`config.mk`:
```
export PLATFORM = sky130hd
export DESIGN_NAME = spi_crc_engine
export DESIGN_NICKNAME = d
export VERILOG_FILES = /design/src/rtl/spi_crc_pkg.sv /design/src/rtl/spi_crc_lane.sv /design/src/rtl/spi_crc_seq.sv /design/src/rtl/spi_crc_engine.sv
export SDC_FILE = /design/constraint.sdc
export NUM_CORES = 1
export LEC_CHECK = 0
export ABC_CLOCK_PERIOD_IN_PS = 1700
export BUFFER_PORTS_ARGS = -buffer_cell sky130_fd_sc_hd__buf_2
export CAP_MARGIN = 20
export CORE_MARGIN = 2
export CORE_UTILIZATION = 35
export CTS_BUF_LIST = sky130_fd_sc_hd__clkbuf_8 sky130_fd_sc_hd__clkbuf_16
export DETAILED_ROUTE_END_ITERATION = 7
export GPL_TIMING_DRIVEN = 0
export PLACE_DENSITY = 0.55
export SLEW_MARGIN = 20
export SYNTH_ARGS = -nofsm -noshare
export SYNTH_HDL_FRONTEND = slang
export SYNTH_SLANG_ARGS = --single-unit
```
`constraint.sdc`:
```
create_clock -name clk -period 1.7 [get_ports clk]
set_input_delay 0.34 -clock clk [delete_from_list [all_inputs] [get_ports clk]]
set_output_delay 0.34 -clock clk [all_outputs]
set_load 0.01 [all_outputs]
```
`src/rtl/spi_crc_pkg.sv`:
```
package spi_crc_pkg;

    typedef enum logic [1:0] {
        ST_IDLE      = 2'd0,
        ST_WAIT_LAST = 2'd1,
        ST_ARMED     = 2'd2,
        ST_CRC_FRAME = 2'd3
    } crc_state_e;

    localparam int unsigned LANES = 2;

endpackage

```
`src/rtl/spi_crc_lane.sv`:
```
module spi_crc_lane #(
    parameter int unsigned W  = 16,
    parameter int unsigned NW = 8
) (
    input  logic         clk,
    input  logic         rst_n,
    input  logic         clr,
    input  logic         upd,
    input  logic         din,
    input  logic         wide,
    input  logic [W-1:0] poly,
    output logic [W-1:0] crc
);

    localparam logic [W-1:0] MASK_N = W'((1 << NW) - 1);

    logic [W-1:0] mask;
    logic         top;
    logic         fb;
    logic [W-1:0] nxt;

    always_comb begin
        mask = wide ? '1 : MASK_N;
        top  = wide ? crc[W-1] : crc[NW-1];
        fb   = top ^ din;
        nxt  = ((crc << 1) ^ (fb ? poly : '0)) & mask;
    end

    always_ff @(posedge clk or negedge rst_n) begin
        if (!rst_n) begin
            crc <= '0;
        end else if (clr) begin
            crc <= '0;
        end else if (upd) begin
            crc <= nxt;
        end
    end

endmodule

```
`src/rtl/spi_crc_seq.sv`:
```
module spi_crc_seq
    import spi_crc_pkg::*;
(
    input  logic clk,
    input  logic rst_n,
    input  logic crc_en,
    input  logic rx_only,
    input  logic cmd,
    input  logic frame_start,
    input  logic frame_end,
    output logic in_crc,
    output logic snap_ld,
    output logic chk_stb
);

    crc_state_e state_q, state_d;

    always_ff @(posedge clk or negedge rst_n) begin
        if (!rst_n) begin
            state_q <= ST_IDLE;
        end else begin
            state_q <= state_d;
        end
    end

    always_comb begin
        state_d = state_q;
        if (!crc_en) begin
            state_d = ST_IDLE;
        end else begin
            unique case (state_q)
                ST_IDLE:      if (cmd) state_d = rx_only ? ST_WAIT_LAST : ST_ARMED;
                ST_WAIT_LAST: if (frame_end) state_d = ST_ARMED;
                ST_ARMED:     if (frame_start) state_d = ST_CRC_FRAME;
                ST_CRC_FRAME: if (frame_end) state_d = ST_IDLE;
                default:      state_d = ST_IDLE;
            endcase
        end
    end

    always_comb begin
        in_crc  = 1'b0;
        snap_ld = 1'b0;
        chk_stb = 1'b0;
        unique case (state_q)
            ST_IDLE:      ;
            ST_WAIT_LAST: ;
            ST_ARMED:     snap_ld = crc_en & frame_start;
            ST_CRC_FRAME: begin
                in_crc  = 1'b1;
                chk_stb = crc_en & frame_end;
            end
            default:      ;
        endcase
    end

endmodule

```
`src/rtl/spi_crc_engine.sv`:
```
module spi_crc_engine
    import spi_crc_pkg::*;
#(
    parameter int unsigned   W        = 16,
    parameter int unsigned   NW       = 8,
    parameter logic [15:0]   POLY_RST = 16'h0007
) (
    input  logic          clk,
    input  logic          rst_n,
    input  logic          crc_en,
    input  logic          wide,
    input  logic          rx_only,
    input  logic          dma_mode,
    input  logic          poly_wr,
    input  logic [W-1:0]  poly_wdata,
    input  logic          crc_next,
    input  logic          dma_last,
    input  logic          err_wr,
    input  logic          err_wdata,
    input  logic          bit_stb,
    input  logic          tx_bit,
    input  logic          rx_bit,
    input  logic          frame_start,
    input  logic          frame_end,
    output logic [W-1:0]  tx_crc,
    output logic [W-1:0]  rx_crc,
    output logic [W-1:0]  poly_q,
    output logic [W-1:0]  crc_word,
    output logic          crc_frame,
    output logic          crc_err
);

    logic [LANES-1:0]   lane_bit;
    logic [W-1:0]       lane_crc [LANES];
    logic               cmd;
    logic               snap_ld;
    logic               chk_stb;

    assign lane_bit = {rx_bit, tx_bit};
    assign cmd      = crc_en & (crc_next | (dma_mode & dma_last));

    always_ff @(posedge clk or negedge rst_n) begin
        if (!rst_n) begin
            poly_q <= W'(POLY_RST);
        end else if (poly_wr) begin
            poly_q <= poly_wdata;
        end
    end

    for (genvar g = 0; g < LANES; g++) begin : g_lane
        spi_crc_lane #(.W(W), .NW(NW)) lane_i (
            .clk   (clk),
            .rst_n (rst_n),
            .clr   (~crc_en),
            .upd   (crc_en & bit_stb),
            .din   (lane_bit[g]),
            .wide  (wide),
            .poly  (poly_q),
            .crc   (lane_crc[g])
        );
    end

    assign tx_crc = lane_crc[0];
    assign rx_crc = lane_crc[1];

    spi_crc_seq seq_i (
        .clk         (clk),
        .rst_n       (rst_n),
        .crc_en      (crc_en),
        .rx_only     (rx_only),
        .cmd         (cmd),
        .frame_start (frame_start),
        .frame_end   (frame_end),
        .in_crc      (crc_frame),
        .snap_ld     (snap_ld),
        .chk_stb     (chk_stb)
    );

    always_ff @(posedge clk or negedge rst_n) begin
        if (!rst_n) begin
            crc_word <= '0;
        end else if (snap_ld) begin
            crc_word <= tx_crc;
        end
    end

    always_ff @(posedge clk or negedge rst_n) begin
        if (!rst_n) begin
            crc_err <= 1'b0;
        end else if (chk_stb && (rx_crc != '0)) begin
            crc_err <= 1'b1;
        end else if (err_wr && !err_wdata) begin
            crc_err <= 1'b0;
        end
    end

endmodule

```
==> Yosys cells after proc, flatten, opt, wreduce, memory -nomap -nowiden <==
Cells that the tools add are included.
{ "word_totals": {"elab_cells": 54, "latchBits": 0, "ff_bits": 67, "ramBits": 0, "romBits": 0, "memories": 0} }
{ "op_classes": {"n_mul": 0, "order_cmp": 0, "muxes": 21, "reduce_logical": 7, "addsub": 0, "shifts": 0, "div": 0, "n_eq_ne": 8, "bitwise_logic": 12} }
{ "op_table": {"columns": ["cell", "n"], "rows": [
  ["$mux W16", 7],
  ["$and A16 B16 Y16", 2],
  ["$xor A16 B16 Y16", 2],
  ["$reduce_bool A16 Y1", 1],
  ["$mux W2", 6],
  ["$ne A3 B3 Y1 const B", 4],
  ["$pmux W2 S4", 1],
  ["$mux W1", 7],
  ["$and A1 B1 Y1", 5],
  ["$eq A2 B2 Y1 const B", 2],
  ["$reduce_and A4 Y1", 1],
  ["$eq A2 B1 Y1 const B", 1],
  ["$logic_and A1 B1 Y1", 2],
  ["$logic_not A2 Y1", 1],
  ["$ne A2 B1 Y1 const B", 1],
  ["$reduce_bool A2 Y1", 1],
  ["$xor A1 B1 Y1", 2],
  ["$logic_not A1 Y1", 1],
  ["$or A1 B1 Y1", 1]
]} }

==> Depth between registers and ports, before layout <==
Gate-level depths: netlist (run 1).
{ "depth": {"word_depth": 7, "mapped_depth": 6, "depth_no_buf": 6} }

==> Hierarchy <==
A second synthesis (run 1) with hierarchy kept.
{ "unflattened": {"cells_unflattened": 332, "hier_area_um2": 3663.5} }
{ "by_module_without_submodules": {"columns": ["module", "instances", "cells_each", "seq_area_each_um2", "area_each_um2"], "rows": [
  ["spi_crc_lane", 2, 114, 400.4, 1066.0],
  ["spi_crc_engine", 1, 80, 829.5, 1306.3],
  ["spi_crc_seq", 1, 24, 50.0, 225.2]
]} }

==> Worst setup path before layout (run 1) <==
OpenSTA, ideal clock, no wires.
{ "synth_path": {"path_kind": "register -> register", "startpoint": "register seq_i.state_q[0]", "endpoint": "register seq_i.state_q[1]", "path_stages_with_launch": 6, "path_buffers": 0, "t_required_ns": 1.580, "synth_period_minus_slack_ns": 1.597, "setup_slack_ns": 0.103, "t_arrival_ns": 1.477, "cell_sequence": "dfrtp_1 > ha_1 > o21ba_2 > a311oi_1 > mux2i_1 > nor2b_1"} }
{ "synth_via": {"elab_chain_cells": 3} }
{ "synth_rtl": {"columns": ["item", "line_no", "rtl"], "rows": [
  ["start: declaration", "spi_crc_seq.sv:16", "crc_state_e state_q, state_d;"],
  ["start signal: assignment", "spi_crc_seq.sv:22", "state_q <= state_d;"],
  ["$eq A2 B2 Y1, or another cell as far along", "spi_crc_seq.sv:31", "unique case (state_q)"],
  ["$ne A3 B3 Y1 (no source line) / $pmux W2 S4 (equally long branches)", null, null],
  ["$reduce_and A4 Y1 (no source line) / $mux W2 (equally long branches)", null, null]
]} }
Several ways; a longest one is shown, not always the timed one.
A chain may end at the register's enable or synchronous reset.

==> Final worst setup path (run 1) <==
Ends and elaborated chain as after synthesis.

==> results of run 1 <==
==> layer usage <==
layer | vias up | global-route usage [%]
li1 | 1395 | -
met1 | 1424 | 25.5
met2 | 85 | 26.9
met3 | 8 | 3.21
met4 | 0 | 5.85
met5 | - | 0
==> layout by cell type, fill, tap and decap left out, types with 11 or more instances in the layout <==
cell / netlist / layout
buf_2: 4 / 99
dfrtp_1: 64 / 63
nand2_1: 50 / 50
o21ai_0: 43 / 43
mux2_2: 33 / 33
inv_1: 19 / 20
nand3b_1: 16 / 16
a32oi_1: 16 / 16
a31oi_1: 14 / 14
clkbuf_1: 12 / 12
clkbuf_8: 0 / 11
==> area by class of cell <==
type                       count  area [µm²]
fill                         928        4990
sequential                    67        1680
multi-input combinational    222        1580
timing repair buffer          99         518
tap                          129         161
clock buffer                  11         151
buffer                        18        93.8
inverter                      19        71.3
clock inverter                 5        28.8
==> sequential cells by signal, indices dropped and copies added (netlist names) <==
name,cells
crc_err,1
crc_word,16
poly_q,16
g_lane.lane_i.crc,32
seq_i.state_q,2
==> repair_timing <==
action | 4_1_cts | 5_1_grt
hold buffers | 1 | 0
pin swaps | 0 | 1
hold endpoints to repair | 28 | 0
setup endpoints to repair | 26 | 24
buffers inserted | 0 | 0
gates resized for setup | 7 | 4
==> worst paths after layout <==
path                                   from                 endpoint  slack, ns
hold reg to reg                 crc_word[7]              crc_word[7]       0.50
setup / recovery           seq_i.state_q[0]         seq_i.state_q[1]       0.04
max in group asynchronous             rst_n                poly_q[0]       0.61
setup reg to reg           seq_i.state_q[0]         seq_i.state_q[1]       0.04
min in group asynchronous             rst_n  g_lane[0].lane_i.crc[5]       0.49
hold / removal               poly_wdata[14]               poly_q[14]       0.20
==> cell families (layout without fill, tap and decap cells) <==
kind of cell             count (synthesis)  after routing
buffers and inverters                   37            152
adder cells (fa/ha/maj)                  5              5
multiplexers                            37             37
XOR/XNOR                                 4              4
AND/OR/NAND/NOR                         96             96
flip-flops                              67             67
AO/OA/AOI/OAI                           80             80
==> report_power, final <==
group	leakage, nW	internal (mW)	switching (mW)
clock network	0.0925	0.599	0.600
logic	1.13	0.515	0.581
registers	0.877	1.82	0.182
==> metrics by stage <==
stage / setup slack, ns / util (%)
floorplan: 0.103 / -
global placement: -0.104 / 43.2
detailed placement: -0.153 / 43.4
CTS: 0.0146 / 45.9
global route: -0.0210 / 46.2
finish: 0.0385 / 46.2
==> critical path, stage by stage, from the launching register on <==
cell and delay (ns):
dfrtp_1 0.43, ha_1 0.25, o21ba_2 0.24, a311oi_4 0.32, mux2i_1 0.24, nor2b_1 0.06
==> metrics.yaml, run 1 <==
synth_cell_types: 32
drive_above_1_share_pct: 38.3
core_area_um2: 9280
leakagePower_nw: 2.10
worstMarginPinSlew_ns: 0.558
worstHoldPathType: "input port to register"
ys_ff_latch: 67
crit_arrival_ns: 1.88
areaGrowthSynthToFinish_pct: 27.7
startpoint_type: "register"
total_power_mw: 4.29
crit_path_end_kind: "register"
outcome: "finished clean"
placed_cells: 553
path_clk_slew_ns: 0.08
yosysWarnings: 0
die_area_um2: 10400
antenna_found_initial: 0
cts-root-buf: "clkbuf_8"
die_w_um: 102
rows: 35
cts_tree: "done"
ys_seq_area_share_pct: 50.0
syn_area_um2: 3360
grt_max_degree: 40
hold_viol_final: 0
numCtsBuffers: 9
setup-violations-final: 0
required_ns: 1.92
htree_levels: 3
synth_area_leaders: "dfrtp_1 48%, mux2_2 11%, o21ai_0 6.4%"
drc: 0
routedWlPerCell_um: 16.1
synth_most_common_cell: "dfrtp_1"
synth_compound_area_share_pct: 14.8
synth_mux_area_share_pct: 12.4
dp_hpwl_mm: 6.75
die_h_um: 102
yosys-top-cells-count: "64 x dfrtp_1, 50 x nand2_1, 43 x o21ai_0, 33 x mux2_2, 19 x inv_1"
synth_xor_area_share_pct: 1.49
vias: 2912
holdWs_ns: 0.204
synth_top_family_by_area: "compound AO/OA/AOI/OAI gates"
power_density_nw_per_um2: 1000
nets: 473
drt_pass1_iterations: 4
fin_crit_ns: 1.66
gr-total-overflow: 0
finClkSkew_ns: 0.0113
portBuffers: 97
fin_crit_sh_pct: 97.7
ctsLongestPathBuffers: 2
synth_edf_count: 0
clock-sinks: 67
max-slew-margin-rel_pct: 62.6
rsz0062_at_grt: "yes"
postRouteAntennaNets: 0
synth_top_area_cell: "dfrtp_1"
stdcell_area_um2: 4290
start_util_pct: 36.2
reg2reg_depth: 5
wirelength_met1_mm: 4.32
routed.top_layer: "met4"
final_cell_count_no_fill: 570
synth-simple-area-share_pct: 14.7
wl_met2_mm: 4.24
grtUsageTotal_pct: 17.6
dpl_cell_area_um2: 4030
wl_met3_um: 514
totalWireLength_mm: 9.16
pin_count: 98
peakVddDrop_uv: 354
ys_async_sr_fraction_pct: 100
synth.top_cell.area_share_pct: 47.7
grt_pass1_vias: 2681
fmax_mhz: 602
antenna_cells: 0
synthCells: 326
clk_latency_ns: 0.34
drv_cap: 0
synth_adder_area_share_pct: 1.86
worstSetupPathType: "register to register"
drtIter0Drc: 129
grt_pass1_wl_mm: 14.0
path_max_fanout: 4
avgViaCountPerCell: 5.11
syn_area_per_cell_um2: 10.3
slew_violations: 0
synth_top_flop_cell: "dfrtp_1"
place_congestion: 0.831
hold_depth: 3
finalSetupTns_ns: 0
synth_fp_nets: 363
Note: power is estimated with default switching activity, not from simulation.
==> run 2: changes to the inputs <==
--- a/config.mk
+++ b/config.mk
@@ -8,12 +8,13 @@
 export ABC_CLOCK_PERIOD_IN_PS = 1700
 export BUFFER_PORTS_ARGS = -buffer_cell sky130_fd_sc_hd__buf_2
 export CAP_MARGIN = 20
+export CORE_ASPECT_RATIO = 1.4
 export CORE_MARGIN = 2
 export CORE_UTILIZATION = 35
-export CTS_BUF_LIST = sky130_fd_sc_hd__clkbuf_8 sky130_fd_sc_hd__clkbuf_16
 export DETAILED_ROUTE_END_ITERATION = 7
 export GPL_TIMING_DRIVEN = 0
 export PLACE_DENSITY = 0.55
+export RECOVER_POWER = 100
 export SLEW_MARGIN = 20
 export SYNTH_ARGS = -nofsm -noshare
 export SYNTH_HDL_FRONTEND = slang
==> run 2 against run 1 <==
Largest power group unchanged. Highest routed layer unchanged. Global-route usage grew 2.1 points. Setup slack better by 0.040 ns. Register-to-register slack better by 0.04 ns. Utilization fell by 0.24 points.
==> metrics.yaml, run 2 (synthesized netlist as in run 1, its figures left out) <==
peakVddDrop_uv: 482  # +36%
power_frac_comb_pct: 22.2  # -3.3 points
max-slew-margin-rel_pct: 40.9  # -22 points
r2r_slack_ns: 0.08  # +0.04 ns
seq_area_um2: 1680  # about the same
portBuffers: 97  # unchanged
core_area_um2: 9410  # +1.3%
fmax_mhz: 617  # +2.4%
slew_violations: 0  # unchanged
vias: 2912  # unchanged
switching_share_pct: 29.9  # -1.8 points
die_area_um2: 10400  # +0.11%
grt_max_degree: 36  # -10%
clock-sinks: 67  # unchanged
setup_ws_ns: 0.0780  # +0.0395 ns
avgViaCountPerCell: 5.28  # +3.3%
stdcell_area_um2: 4320  # +0.79%
largest_reg_flops: 32  # unchanged
grt_pass1_vias: 2959  # +10%
dpl_cell_area_um2: 4010  # -0.59%
grt_pass1_wl_mm: 15.6  # +11%
num-fill-cells: 950  # +2.4%
regMostFlops: "g_lane.lane_i.crc"
path_max_fanout: 9  # +5
start_util_pct: 35.7  # -0.47 points
antenna_cells: 0  # unchanged
die_w_um: 86.8  # -15%
drtIter0Drc: 135  # +4.7%
p_clk_share_pct: 36.1  # +8.2 points
numCtsBuffers: 9  # unchanged
p_sw_mw: 1.43  # +5.2%
power_density_nw_per_um2: 1110  # +11%
worstMarginPinSlew_ns: 0.886  # +0.328 ns
outcome: "finished clean"
startpoint_type: "register"
crit_path_end_kind: "register"
fin_crit_sh_pct: 95.4  # -2.3 points
fin_crit_ns: 1.62  # -0.0395 ns
r2r-start: "g_lane[0].lane_i.crc[15]"
routedWlPerCell_um: 17.6  # +9.4%
place_ws_ns: -0.261  # -0.108 ns
path_clk_slew_ns: 0.06  # -0.02 ns
cp-startpoint: "g_lane[0].lane_i.crc[15]"
reg2reg_to: "g_lane[0].lane_i.crc[14]"
multi_input_area_um2: 1610  # +1.7%
ctsLongestPathBuffers: 2  # unchanged
grtUsageTotal_pct: 19.7  # +2.1 points
setup-violations-final: 0  # unchanged
drv_cap: 0  # unchanged
reg2reg_depth: 5  # unchanged
drive_above_1_share_pct: 25.8  # -13 points
antenna_found_initial: 0  # unchanged
rsz0062_at_grt: "yes"
htree_levels: 3  # unchanged
dp_hpwl_mm: 6.96  # +3.1%
worstSetupPathType: "register to register"
largestRegisters: "g_lane.lane_i.crc: 32 flops, crc_word: 16 flops, poly_q: 16 flops"
place_congestion: 0.815  # -1.9%
postRouteAntennaNets: 0  # unchanged
areaGrowthSynthToFinish_pct: 28.7
gr-total-overflow: 0  # unchanged
seq_power_share_pct: 41.7  # -4.8 points
rows: 42  # +20%
crit_chain: "mux2i_4 -> buf_4 -> xnor2_4 -> mux2_2 -> nand2_1"
totalWireLength_mm: 9.70  # +5.9%
endpoint: "g_lane[0].lane_i.crc[14]"
final_cell_mix: "70 x clkbuf_1, 62 x dfrtp_1, 50 x nand2_1"
final_common_cell: "clkbuf_1"
required_ns: 1.97  # +0.05 ns
worstHoldPathType: "input port to register"
cp_slowest_stage_delay_ns: 0.47  # +0.04 ns
cts-root-buf: "clkbuf_16"
drt_pass1_iterations: 4  # unchanged
die_h_um: 120  # +18%
p_int_mw: 3.35  # +15%
hold_viol_final: 0  # unchanged
cts_tree: "done"
nets: 474  # +0.21%
pin_count: 98  # unchanged
drc: 0  # unchanged
crit_arrival_ns: 1.89  # about the same
slowest_stage: "dfrtp_1"
clk_latency_ns: 0.33  # about the same
finClkSkew_ns: 0.00836  # -0.00291 ns
leakagePower_nw: 1.94  # -7.6%
run 2: changes by cell type in the layout (fill, tap and decap cells not counted), sizes merged:
cell | previous run | this run
clkinvlp | 2 | 0
buf | 104 | 49
clkbuf | 23 | 82
inv | 20 | 19
run 2: final cells by class:
class                   instances  share of cell area (%)
well taps                     110                    3.18
clock buffers                  14                    6.11
flip-flops and latches         67                    38.9
plain buffers                  18                    2.17
clock inverters                 2                   0.232
multi-input cells             222                    37.2
repair buffers                100                    10.5
inverters                      19                    1.65
run 2: layer usage:
layer	part of all wire (%)	GRT usage (%)
met4	1.5	6.93
met1	40	24.2
met3	6.3	4.61
met5	0	0
met2	52	33.4
run 2: critical path, delay by kind of cell, from the launching register on:
| kind | cells | cell delay [ns] |
|---|---|---|
| buffers and inverters | 1 | 0.17 |
| multiplexers | 2 | 0.50 |
| flip-flops | 1 | 0.47 |
| XOR/XNOR | 1 | 0.36 |
| AND/OR/NAND/NOR | 1 | 0.06 |
run 2: how the worst min path moves through the flow:
stage              startpoint      endpoint  slack [ns]  cells after the start
6_report       poly_wdata[14]    poly_q[14]        0.22                      3
5_1_grt         poly_wdata[6]     poly_q[6]        0.22                      3
2_1_floorplan           rst_n       crc_err        0.04                      0
3_3_place_gp     crc_word[11]  crc_word[11]        0.48                      1
3_5_place_dp            rst_n   crc_word[8]        0.32                      1
4_1_cts         poly_wdata[5]     poly_q[5]        0.21                      3
run 2: timing repair:
| item | CTS | global route |
|---|---|---|
| setup buffers | 0 | 1 |
| pin swaps | 0 | 1 |
| resized for setup | 7 | 8 |
| endpoints found under the setup margin | 33 | 34 |
| endpoints found under the hold margin | 32 | 0 |
| hold buffers | 1 | 0 |
run 2: power by group through the flow:
stage	clock network, mW	logic, mW	registers, mW
2_1_floorplan	0	0.534	2.08
4_1_cts	1.78	1.09	1.99
6_report	1.73	1.06	2.00
3_5_place_dp	0	1.05	2.02
3_3_place_gp	0	1.03	2.01
5_1_grt	1.84	1.18	2.03
run 2: metrics by stage:
step	setup TNS [ns]	power [mW]	std cells	hold slack, ns	util [%]
finish	0	4.79	552	0.216	46.0
global route	-0.0170	5.05	552	0.218	46.0
CTS	-0.0292	4.86	551	0.205	46.1
detailed placement	-4.35	3.07	534	0.319	42.6
global placement	-10.52	3.04	533	0.481	42.3
floorplan	0	2.62	326	0.0444	-
